## config.mk

```make
export PLATFORM = sky130hd
export DESIGN_NAME = prd_splitter
export DESIGN_NICKNAME = d
export VERILOG_FILES = /design/src/rtl/prd_split_pkg.sv /design/src/rtl/prd_chunker.sv /design/src/rtl/prd_word_tx.sv /design/src/rtl/prd_splitter.sv
export SDC_FILE = /design/constraint.sdc
export NUM_CORES = 1
export LEC_CHECK = 0
export ABC_AREA = 1
export BUFFER_PORTS_ARGS = -buffer_cell sky130_fd_sc_hd__buf_2
export CORE_MARGIN = 2
export CORE_UTILIZATION = 45
export CTS_BUF_LIST = sky130_fd_sc_hd__clkbuf_4
export DETAILED_ROUTE_END_ITERATION = 12
export GPL_ROUTABILITY_DRIVEN = 0
export PLACE_DENSITY_LB_ADDON = 0.1
export SYNTH_ARGS = -nofsm -noshare
export SYNTH_HDL_FRONTEND = slang
export SYNTH_SLANG_ARGS = --single-unit
```

## constraint.sdc

```tcl
create_clock -name clk -period 6.7 [get_ports clk]
set_clock_uncertainty 0.15 [all_clocks]
set_input_delay 0.335 -clock clk [delete_from_list [all_inputs] [get_ports clk]]
set_output_delay 0.335 -clock clk [all_outputs]
set_load 0.01 [all_outputs]
```

## src/rtl/prd_split_pkg.sv

```systemverilog
package prd_split_pkg;

  typedef enum logic [2:0] {
    ST_IDLE,
    ST_SPLIT,
    ST_FINAL,
    ST_WAITD,
    ST_DRAIN,
    ST_FAIL
  } prd_state_e;

  // Bytes from the given window offset up to the next 64 KiB boundary.
  function automatic logic [16:0] prd_room(input logic [15:0] off);
    return 17'h10000 - {1'b0, off};
  endfunction

  // Control word for a chunk of 1..65536 bytes.
  function automatic logic [31:0] prd_ctrl(input logic [16:0] bytes,
                                           input logic alt,
                                           input logic eot);
    logic [16:0] words_m1;
    words_m1 = (bytes >> 2) - 17'd1;
    if (alt) return {words_m1[15:0], 16'h0000};
    return {eot, 15'h0000, bytes[15:0]};
  endfunction

  // Alignment rule: 2 bytes in the default mode, 4 bytes in the alternate mode.
  function automatic logic prd_misaligned(input logic [1:0] addr_lo,
                                          input logic [1:0] len_lo,
                                          input logic alt);
    if (alt) return (|addr_lo) | (|len_lo);
    return addr_lo[0] | len_lo[0];
  endfunction

endpackage

```

## src/rtl/prd_chunker.sv

```systemverilog
module prd_chunker
  import prd_split_pkg::*;
#(
  parameter int LEN_W = 20
) (
  input  logic [15:0]      win_off,
  input  logic [LEN_W-1:0] rem,
  input  logic             split_en,
  input  logic             alt,
  output logic [16:0]      chunk,
  output logic             ends_seg
);

  logic [16:0] room;
  logic [16:0] fit;

  always_comb begin
    room = prd_room(win_off);
    fit  = (rem >= LEN_W'(room)) ? room : rem[16:0];
    if (split_en && !alt && fit == 17'h10000) chunk = 17'h08000;
    else                                      chunk = fit;
    ends_seg = (rem == LEN_W'(chunk));
  end

endmodule

```

## src/rtl/prd_word_tx.sv

```systemverilog
module prd_word_tx (
  input  logic        clk,
  input  logic        rst_n,
  input  logic        launch,
  input  logic [31:0] l_addr,
  input  logic [31:0] l_ctrl,
  input  logic        l_eot,
  output logic        idle,
  output logic        o_valid,
  input  logic        o_ready,
  output logic [31:0] o_word,
  output logic        o_eot
);

  logic [1:0]  phase;
  logic [31:0] addr_q;
  logic [31:0] ctrl_q;
  logic        eot_q;

  always_ff @(posedge clk or negedge rst_n) begin
    if (!rst_n) begin
      phase  <= 2'd0;
      addr_q <= '0;
      ctrl_q <= '0;
      eot_q  <= 1'b0;
    end else begin
      case (phase)
        2'd0: if (launch) begin
          addr_q <= l_addr;
          ctrl_q <= l_ctrl;
          eot_q  <= l_eot;
          phase  <= 2'd1;
        end
        2'd1: if (o_ready) phase <= 2'd2;
        default: if (o_ready) phase <= 2'd0;
      endcase
    end
  end

  assign idle    = (phase == 2'd0);
  assign o_valid = !idle;
  assign o_word  = (phase == 2'd1) ? addr_q : ctrl_q;
  assign o_eot   = (phase == 2'd2) && eot_q;

endmodule

```

## src/rtl/prd_splitter.sv

```systemverilog
module prd_splitter
  import prd_split_pkg::*;
#(
  parameter  int LEN_W = 20,
  parameter  int CAP   = 256,
  localparam int CNT_W = $clog2(CAP + 1)
) (
  input  logic             clk,
  input  logic             rst_n,
  input  logic             cfg_split64,
  input  logic             cfg_alt,
  input  logic             seg_valid,
  output logic             seg_ready,
  input  logic [31:0]      seg_addr,
  input  logic [LEN_W-1:0] seg_len,
  input  logic             seg_last,
  output logic             desc_valid,
  input  logic             desc_ready,
  output logic [31:0]      desc_word,
  output logic             desc_eot,
  output logic             done,
  output logic             done_fallback,
  output logic             done_align_err,
  output logic [CNT_W-1:0] done_count
);

  prd_state_e       st;
  logic [31:0]      cur_addr;
  logic [LEN_W-1:0] cur_rem;
  logic             last_q;
  logic             pend_vld;
  logic [31:0]      pend_addr;
  logic [16:0]      pend_bytes;
  logic [CNT_W-1:0] cnt;
  logic             align_q;

  // Named internal events, used by the checker.
  logic             seg_fire;
  logic             seg_bad;
  logic             at_cap;
  logic             ent_load;
  logic             launch;
  logic             launch_eot;
  logic [31:0]      launch_ctrl;
  logic [16:0]      chunk;
  logic             ends_seg;
  logic             tx_idle;

  prd_chunker #(.LEN_W(LEN_W)) u_chunk (
    .win_off  (cur_addr[15:0]),
    .rem      (cur_rem),
    .split_en (cfg_split64),
    .alt      (cfg_alt),
    .chunk    (chunk),
    .ends_seg (ends_seg)
  );

  always_comb begin
    seg_ready   = (st == ST_IDLE) || (st == ST_DRAIN);
    seg_fire    = seg_valid && seg_ready;
    seg_bad     = prd_misaligned(seg_addr[1:0], seg_len[1:0], cfg_alt);
    at_cap      = (cnt == CNT_W'(CAP));
    ent_load    = (st == ST_SPLIT) && !at_cap && (!pend_vld || tx_idle);
    launch_eot  = (st == ST_FINAL);
    launch      = (ent_load && pend_vld) || (launch_eot && tx_idle && pend_vld);
    launch_ctrl = prd_ctrl(pend_bytes, cfg_alt, launch_eot && !cfg_alt);
  end

  prd_word_tx u_tx (
    .clk     (clk),
    .rst_n   (rst_n),
    .launch  (launch),
    .l_addr  (pend_addr),
    .l_ctrl  (launch_ctrl),
    .l_eot   (launch_eot),
    .idle    (tx_idle),
    .o_valid (desc_valid),
    .o_ready (desc_ready),
    .o_word  (desc_word),
    .o_eot   (desc_eot)
  );

  always_ff @(posedge clk or negedge rst_n) begin
    if (!rst_n) begin
      st             <= ST_IDLE;
      cur_addr       <= '0;
      cur_rem        <= '0;
      last_q         <= 1'b0;
      pend_vld       <= 1'b0;
      pend_addr      <= '0;
      pend_bytes     <= '0;
      cnt            <= '0;
      align_q        <= 1'b0;
      done           <= 1'b0;
      done_fallback  <= 1'b0;
      done_align_err <= 1'b0;
      done_count     <= '0;
    end else begin
      done <= 1'b0;
      case (st)
        ST_IDLE: if (seg_fire) begin
          if (seg_bad) begin
            align_q  <= 1'b1;
            pend_vld <= 1'b0;
            st       <= seg_last ? ST_FAIL : ST_DRAIN;
          end else begin
            cur_addr <= seg_addr;
            cur_rem  <= seg_len;
            last_q   <= seg_last;
            if (seg_len == '0) st <= seg_last ? ST_FINAL : ST_IDLE;
            else               st <= ST_SPLIT;
          end
        end
        ST_SPLIT: begin
          if (at_cap) begin
            pend_vld <= 1'b0;
            st       <= last_q ? ST_FAIL : ST_DRAIN;
          end else if (ent_load) begin
            pend_addr  <= cur_addr;
            pend_bytes <= chunk;
            pend_vld   <= 1'b1;
            cnt        <= cnt + 1'b1;
            cur_addr   <= cur_addr + {15'd0, chunk};
            cur_rem    <= cur_rem - LEN_W'(chunk);
            if (ends_seg) st <= last_q ? ST_FINAL : ST_IDLE;
          end
        end
        ST_FINAL: if (tx_idle) begin
          if (pend_vld) begin
            pend_vld <= 1'b0;
            st       <= ST_WAITD;
          end else begin
            st <= ST_FAIL;
          end
        end
        ST_WAITD: if (tx_idle) begin
          done           <= 1'b1;
          done_fallback  <= 1'b0;
          done_align_err <= 1'b0;
          done_count     <= cnt;
          cnt            <= '0;
          st             <= ST_IDLE;
        end
        ST_DRAIN: if (seg_fire) begin
          if (seg_bad) align_q <= 1'b1;
          if (seg_last) st <= ST_FAIL;
        end
        ST_FAIL: if (tx_idle) begin
          done           <= 1'b1;
          done_fallback  <= 1'b1;
          done_align_err <= align_q;
          done_count     <= '0;
          cnt            <= '0;
          align_q        <= 1'b0;
          pend_vld       <= 1'b0;
          st             <= ST_IDLE;
        end
        default: st <= ST_IDLE;
      endcase
    end
  end

endmodule

```

Yosys cells after proc, flatten, opt, wreduce, memory -nomap -nowiden
Cells that the tools add are included.
{"block": "totals", "out_inout_bits": 47, "register_bits": 195, "input_bits": 59, "word_cells": 155}
{"block": "op_classes", "n_mux": 59, "eq_ne": 28, "magnitude_cmp": 1, "add_sub_neg": 5, "bitwise_logic": 4, "n_reduce_logical": 41}
{"op": "$mux 32", "n": 7}
{"op": "$mux 20", "n": 4}
{"op": "$pmux 32 s2", "n": 1}
{"op": "$pmux 20 s2", "n": 1}
{"op": "$mux 9", "n": 4}
{"op": "$pmux 9 s2", "n": 2}
{"op": "$mux 17", "n": 2}
{"op": "$add 32x17->32", "n": 1}
{"op": "$mux 3", "n": 10}
{"op": "$ne 2x2->1 const B", "n": 12}
{"op": "$eq 20x17->1", "n": 1}
{"op": "$ge 20x17->1", "n": 1}
{"op": "$logic_not 20->1", "n": 1}
{"op": "$sub 20x17->20", "n": 1}
{"op": "$eq 17x17->1 const B", "n": 1}
{"op": "$sub 17x16->17 const A", "n": 1}
{"op": "$mux 1", "n": 16}
{"op": "$sub 15x1->16 const B", "n": 1}
{"op": "$pmux 3 s5", "n": 1}
{"op": "$mux 2", "n": 6}
{"op": "$reduce_and 3->1", "n": 4}
{"op": "$logic_and 1x1->1", "n": 10}
{"op": "$reduce_and 5->1", "n": 2}
{"op": "$reduce_bool 2->1", "n": 5}
{"op": "23 further kinds", "n": 43}

Depth between registers and ports, before layout
{"block": "logic_depth", "depth_word": 11, "depth_mapped": 38}

By module
Synthesis repeated with hierarchy kept, for this count alone.
{"block": "hier_totals", "hier_cells": 2094, "area_unflattened_um2": 13823.3}
{"mod": "prd_splitter", "area_each_um2": 9049.9, "instances": 1, "seq_area_each_um2": 3203.1, "cells_each": 1397}
{"mod": "prd_word_tx", "area_each_um2": 3139.3, "instances": 1, "seq_area_each_um2": 1676.6, "cells_each": 401}
{"mod": "prd_chunker", "area_each_um2": 1634.1, "instances": 1, "seq_area_each_um2": 0.0, "cells_each": 296}

Worst setup path after synthesis
OpenSTA, ideal clock, no wires.
{"block": "synth_timing", "kind": "reg2reg", "from": "register cur_addr[0]", "to": "register cur_rem[14]", "period_less_slack_ns": 4.873, "required_ns": 6.433, "setup_time_ns": 0.117, "arrival_ns": 4.606, "path_stages_with_launch": 32, "n_path_buf": 1, "setup_slack_ns": 1.827, "path_cell_list": "dfrtp_1 -> inv_1 -> ha_1 -> nand3_2 -> nor2_1 -> nand2_1 -> inv_1 -> nand2_1 -> or4_1 -> ha_1 -> nand3_2 -> inv_1 -> nand2_1 -> nand2_1 -> a21oi_2 -> buf_6 -> nand3_1 -> nand2_2 -> ha_1 -> inv_1 -> fa_1 -> inv_1 -> nor2_1 -> nor2_1 -> o21bai_1 -> a21boi_0 -> o21ai_0 -> a21oi_1 -> xor2_1 -> nand2_1 -> nand2_1 -> nand2_1"}
{"block": "synth_between", "elab_chain_cells": 10}
{"item": "start, declared", "line": "prd_splitter.sv:28", "text": "logic [31:0] cur_addr;"}
{"item": "start signal, assigned", "line": "prd_splitter.sv:107", "text": "cur_addr <= seg_addr;"}
{"item": "start signal, assigned", "line": "prd_splitter.sv:123", "text": "cur_addr <= cur_addr + {15'd0, chunk};"}
{"item": "$sub 17x16->17 (*)", "line": "prd_split_pkg.sv:14", "text": "return 17'h10000 - {1'b0, off};"}
{"item": "$ge 20x17->1", "line": "prd_chunker.sv:19", "text": "fit = (rem >= LEN_W'(room)) ? room : rem[16:0];"}
{"item": "$mux 17 (*)", "line": "prd_chunker.sv:19"}
{"item": "$eq 17x17->1", "line": "prd_chunker.sv:20", "text": "if (split_en && !alt && fit == 17'h10000) chunk = 17'h08000;"}
{"item": "$logic_and 1x1->1", "line": "prd_chunker.sv:20"}
{"item": "$mux 17 (*)", "line": "prd_chunker.sv:20"}
{"item": "via chunk[0]", "line": "prd_splitter.sv:45", "text": "logic [16:0] chunk;"}
{"item": "$sub 20x17->20 (*)", "line": "prd_splitter.sv:124", "text": "cur_rem <= cur_rem - LEN_W'(chunk);"}
{"item": "$mux 20 (*)", "line": "prd_splitter.sv:118", "text": "end else if (ent_load) begin"}
{"item": "$mux 20 (*)", "line": "prd_splitter.sv:115", "text": "if (at_cap) begin"}
{"item": "$pmux 20 s2 (*)", "line": "prd_splitter.sv:100", "text": "case (st)"}
{"item": "end signal, assigned", "line": "prd_splitter.sv:108", "text": "cur_rem <= seg_len;"}
{"item": "end signal, assigned", "line": "prd_splitter.sv:124"}
{"item": "end, declared", "line": "prd_splitter.sv:29", "text": "logic [LEN_W-1:0] cur_rem;"}
Mark *: on every way through the listed nets, which the timed path passes. The rest lies on a longest branch. The select of a mux whose other input is x is not followed.
A chain may end at the register's enable or synchronous reset.

Final worst setup path
{"block": "layout_timing", "from": "register cur_addr[0]", "to": "register cur_rem[18]"}
The elaborated chain is that of the path after synthesis.

==> results by group <==
Status
  – Outcome: complete, no violations

Drt
  – Number of DRC markers in iteration 0: 995
  – Final wirelength: 35720 um
  – Vias per cell: 5.314
  – Detail Route Antenna Nets: 0
  – Total number of vias: 11520
  – Drt pass-1 iters: 7
  – Residual DRC count: 0
  – Drt wl/cell: 16.47 um

Global routing
  – Initial antenna violation count: 1
  – GRT Overall Usage: 25.26%
  – Vias in the first global route: 11011
  – First-pass GRT wire length: 57750 um
  – Largest net degree at the start of global routing: 123
  – Global route overflow: 0

Power
  – Int Power: 3.643 mW
  – PD cells: 572.0 nW/um2
  – Switching pwr: 4.379 mW
  – Worst vdd ir: 0.0002199 V
  – Part of the total power dissipated in the clock network: 8.6%
  – Logic pwr share: 65.3%
  – Total power: 8.023 mW
  – Leak pwr: 6.828 nW
  – Sw frac: 54.58%
  – Reg power frac: 26.1%

Finish
  – Multi-input gate area: 6432 um2
  – Final Instance Area: 14030 um2
  – Layout cells sized above 1: 11.50%
  – Layout fillers: 2740
  – Commonest cells after routing, fill and taps aside: nand2_1, inv_1, o21ai_0
  – Area growth syn-to-layout: 12.90%
  – Commonest non-fill, non-tap cell in the layout: nand2_1
  – Nets@finish: 1929
  – Post-Layout Cell Count: 2168
  – Fin util: 51.90%
  – Seq. cell area: 4880 um2

Setup path
  – Worst path max stage delay: 0.64 ns
  – Data arrival, critical path: 6.50 ns
  – CP Class: reg2reg
  – Critical Path Sink Type: flip-flop
  – CP max-delay cell: nor4_1
  – CP Launch Point: cur_addr[0]
  – Worst EP required: 7.10 ns
  – FF-to-FF Start: cur_addr[0]
  – CP startpoint kind: flip-flop
  – Crit path max fanout: 21

Clock tree
  – Clock latency on the worst-skew pair: 0.62 ns
  – Hold_buf cts: 56
  – Resize count post-CTS: 0
  – CTS sink cnt: 195
  – CTS HTree Levels: 4
  – CTS tree: built
  – Setup bufs post-CTS: 0
  – Clock-pin slew on the worst setup and hold paths: 0.21 ns
  – Total CTS buffers: 17
  – CTS root buf: clkbuf_4
  – Deepest clock path buffer count: 2

Floorplan
  – Die ar.: 28950 um2
  – Initial Util: 45.97%
  – Die Wd: 170.2 um
  – Core box area: 27030 um2
  – Die Ht: 170.2 um
  – IO Pins: 106
  – # rows: 60

Timing
  – Final worst path period share: 91.07%
  – Final TNS setup: 0 ns
  – Final setup vio count: 0
  – Least-Margin Pin Slew: 1.090 ns
  – Max Freq: 0.1639 GHz
  – Final hold slack: 0.07875 ns
  – Max-slew violations: 0
  – Setup ws final: 0.5982 ns
  – Post-layout min period: 6.102 ns
  – RSZ-0062 raised after global routing: false
  – Final Hold Fails: 0
  – Max_slew headroom: 27.21%

Placement
  – Final HPWL DP: 26100 um
  – Placed cells: 2079
  – Setup WS pre-CTS: 0.7745 ns
  – Area after DPL: 13170 um2
  – Port Buffer Count: 105

Synthesis
  – FF+latch count, synth: 195
  – Top_reg_cell synth: dfrtp_1
  – Synth warnings: 0
  – Cell taking the most area after synthesis: dfrtp_1
  – Mapped Area: 12420 um2
  – Post-synth EDFFs: 0
  – Post-Synthesis Cells: 1685
  – Asr flop ratio synth: 100.0%
  – Share of the synthesized area in the top cell type: 39.28%
  – Syn Area/Cell: 7.373 um2
  – Netlist cell types: 55
  – Top post-synthesis cells by area: dfrtp_1, nand2_1, o21ai_0
  – Post-synthesis sequential area ratio: 39.28%
  – Syn Nets: 1801

Worst hold path
  – Hold wc startpoint: cfg_alt
  – Min-delay worst type: in2reg

Run
  – Max-cap violations: 0
flip-flops by register name (all words and copies together), names as in the netlist, 2 cells and up:
signal	count
done_count	9
cur_rem	20
cnt	9
pend_bytes	17
u_tx.addr_q	32
u_tx.ctrl_q	32
u_tx.phase	2
cur_addr	32
st	3
pend_addr	32
power by group through the flow:
stage | clock network [mW] | registers [mW] | logic (mW)
6_report | 0.686 | 2.10 | 5.24
5_1_grt | 0.745 | 2.16 | 5.92
4_1_cts | 0.704 | 2.09 | 5.19
3_5_place_dp | 0 | 2.12 | 5.13
3_3_place_gp | 0 | 2.10 | 5.09
2_1_floorplan | 0 | 1.99 | 3.87
synthesized netlist by cell type, types with 3 or more instances:
master	count
buf_1	4
and3_1	4
nand3_1	55
nor4_1	11
nand2_1	410
o21ai_0	212
a31oi_1	14
a21oi_1	80
nor2_4	3
inv_1	218
o21a_1	4
clkbuf_1	36
a211oi_1	3
dfrtp_1	195
nand4_1	21
xor2_1	33
o31ai_1	25
ha_1	55
xnor2_1	8
or2_2	5
nand2_2	23
and2_1	3
nand2_4	8
nor3_1	24
o22ai_1	8
o21ai_1	6
o211ai_1	16
nor2_2	5
nor2_1	137
buf_2	15
inv_2	6
nand3_2	5
kinds of logic after synthesis:
logic type	count (synthesis)	share of synthesized area, %
compound gates	386	17.39
fa+ha+maj	57	5.862
xor+xnor	41	2.891
mux	1	0.08058
simple gates	722	25.51
buf+inv	283	8.984
flops	195	39.28
final timing paths:
check,end,slack (ns),cells after the start
setup / recovery,cur_rem[18],0.60,28
hold / removal,u_tx.ctrl_q[3],0.08,2
setup reg to reg,cur_rem[18],0.60,28
hold reg to reg,u_tx.addr_q[23],0.34,2
max in group asynchronous,pend_bytes[9],4.48,3
min in group asynchronous,cur_rem[0],0.26,2
per-layer routing:
metal	global-route usage (%)	vias up	routed length, um
li1	-	5786	-
met1	36.73	5375	17720
met2	39.04	297	15560
met3	2.442	62	1323
met4	9.402	0	1113
met5	0	-	0
critical path: cells and delay by family, from the launching register on:
family | cells | cell delay (ns)
AOI/OAI and AO/OA | 4 | 0.68
and+or+nand+nor | 17 | 3.36
DFF | 1 | 0.53
buffers and inverters | 4 | 0.31
adders and majority gates | 3 | 0.99
cell type report:
class,instances,share of cell area (%)
Clock buffer,18,0.9634
Multi-Input combinational cell,1207,45.86
Antenna cell,1,0.01784
Inverter,224,5.995
Sequential cell,195,34.79
Clock inverter,14,1.151
Tap cell,341,3.042
Timing Repair Buffer,168,8.180
(Power assumes the default switching activity.)
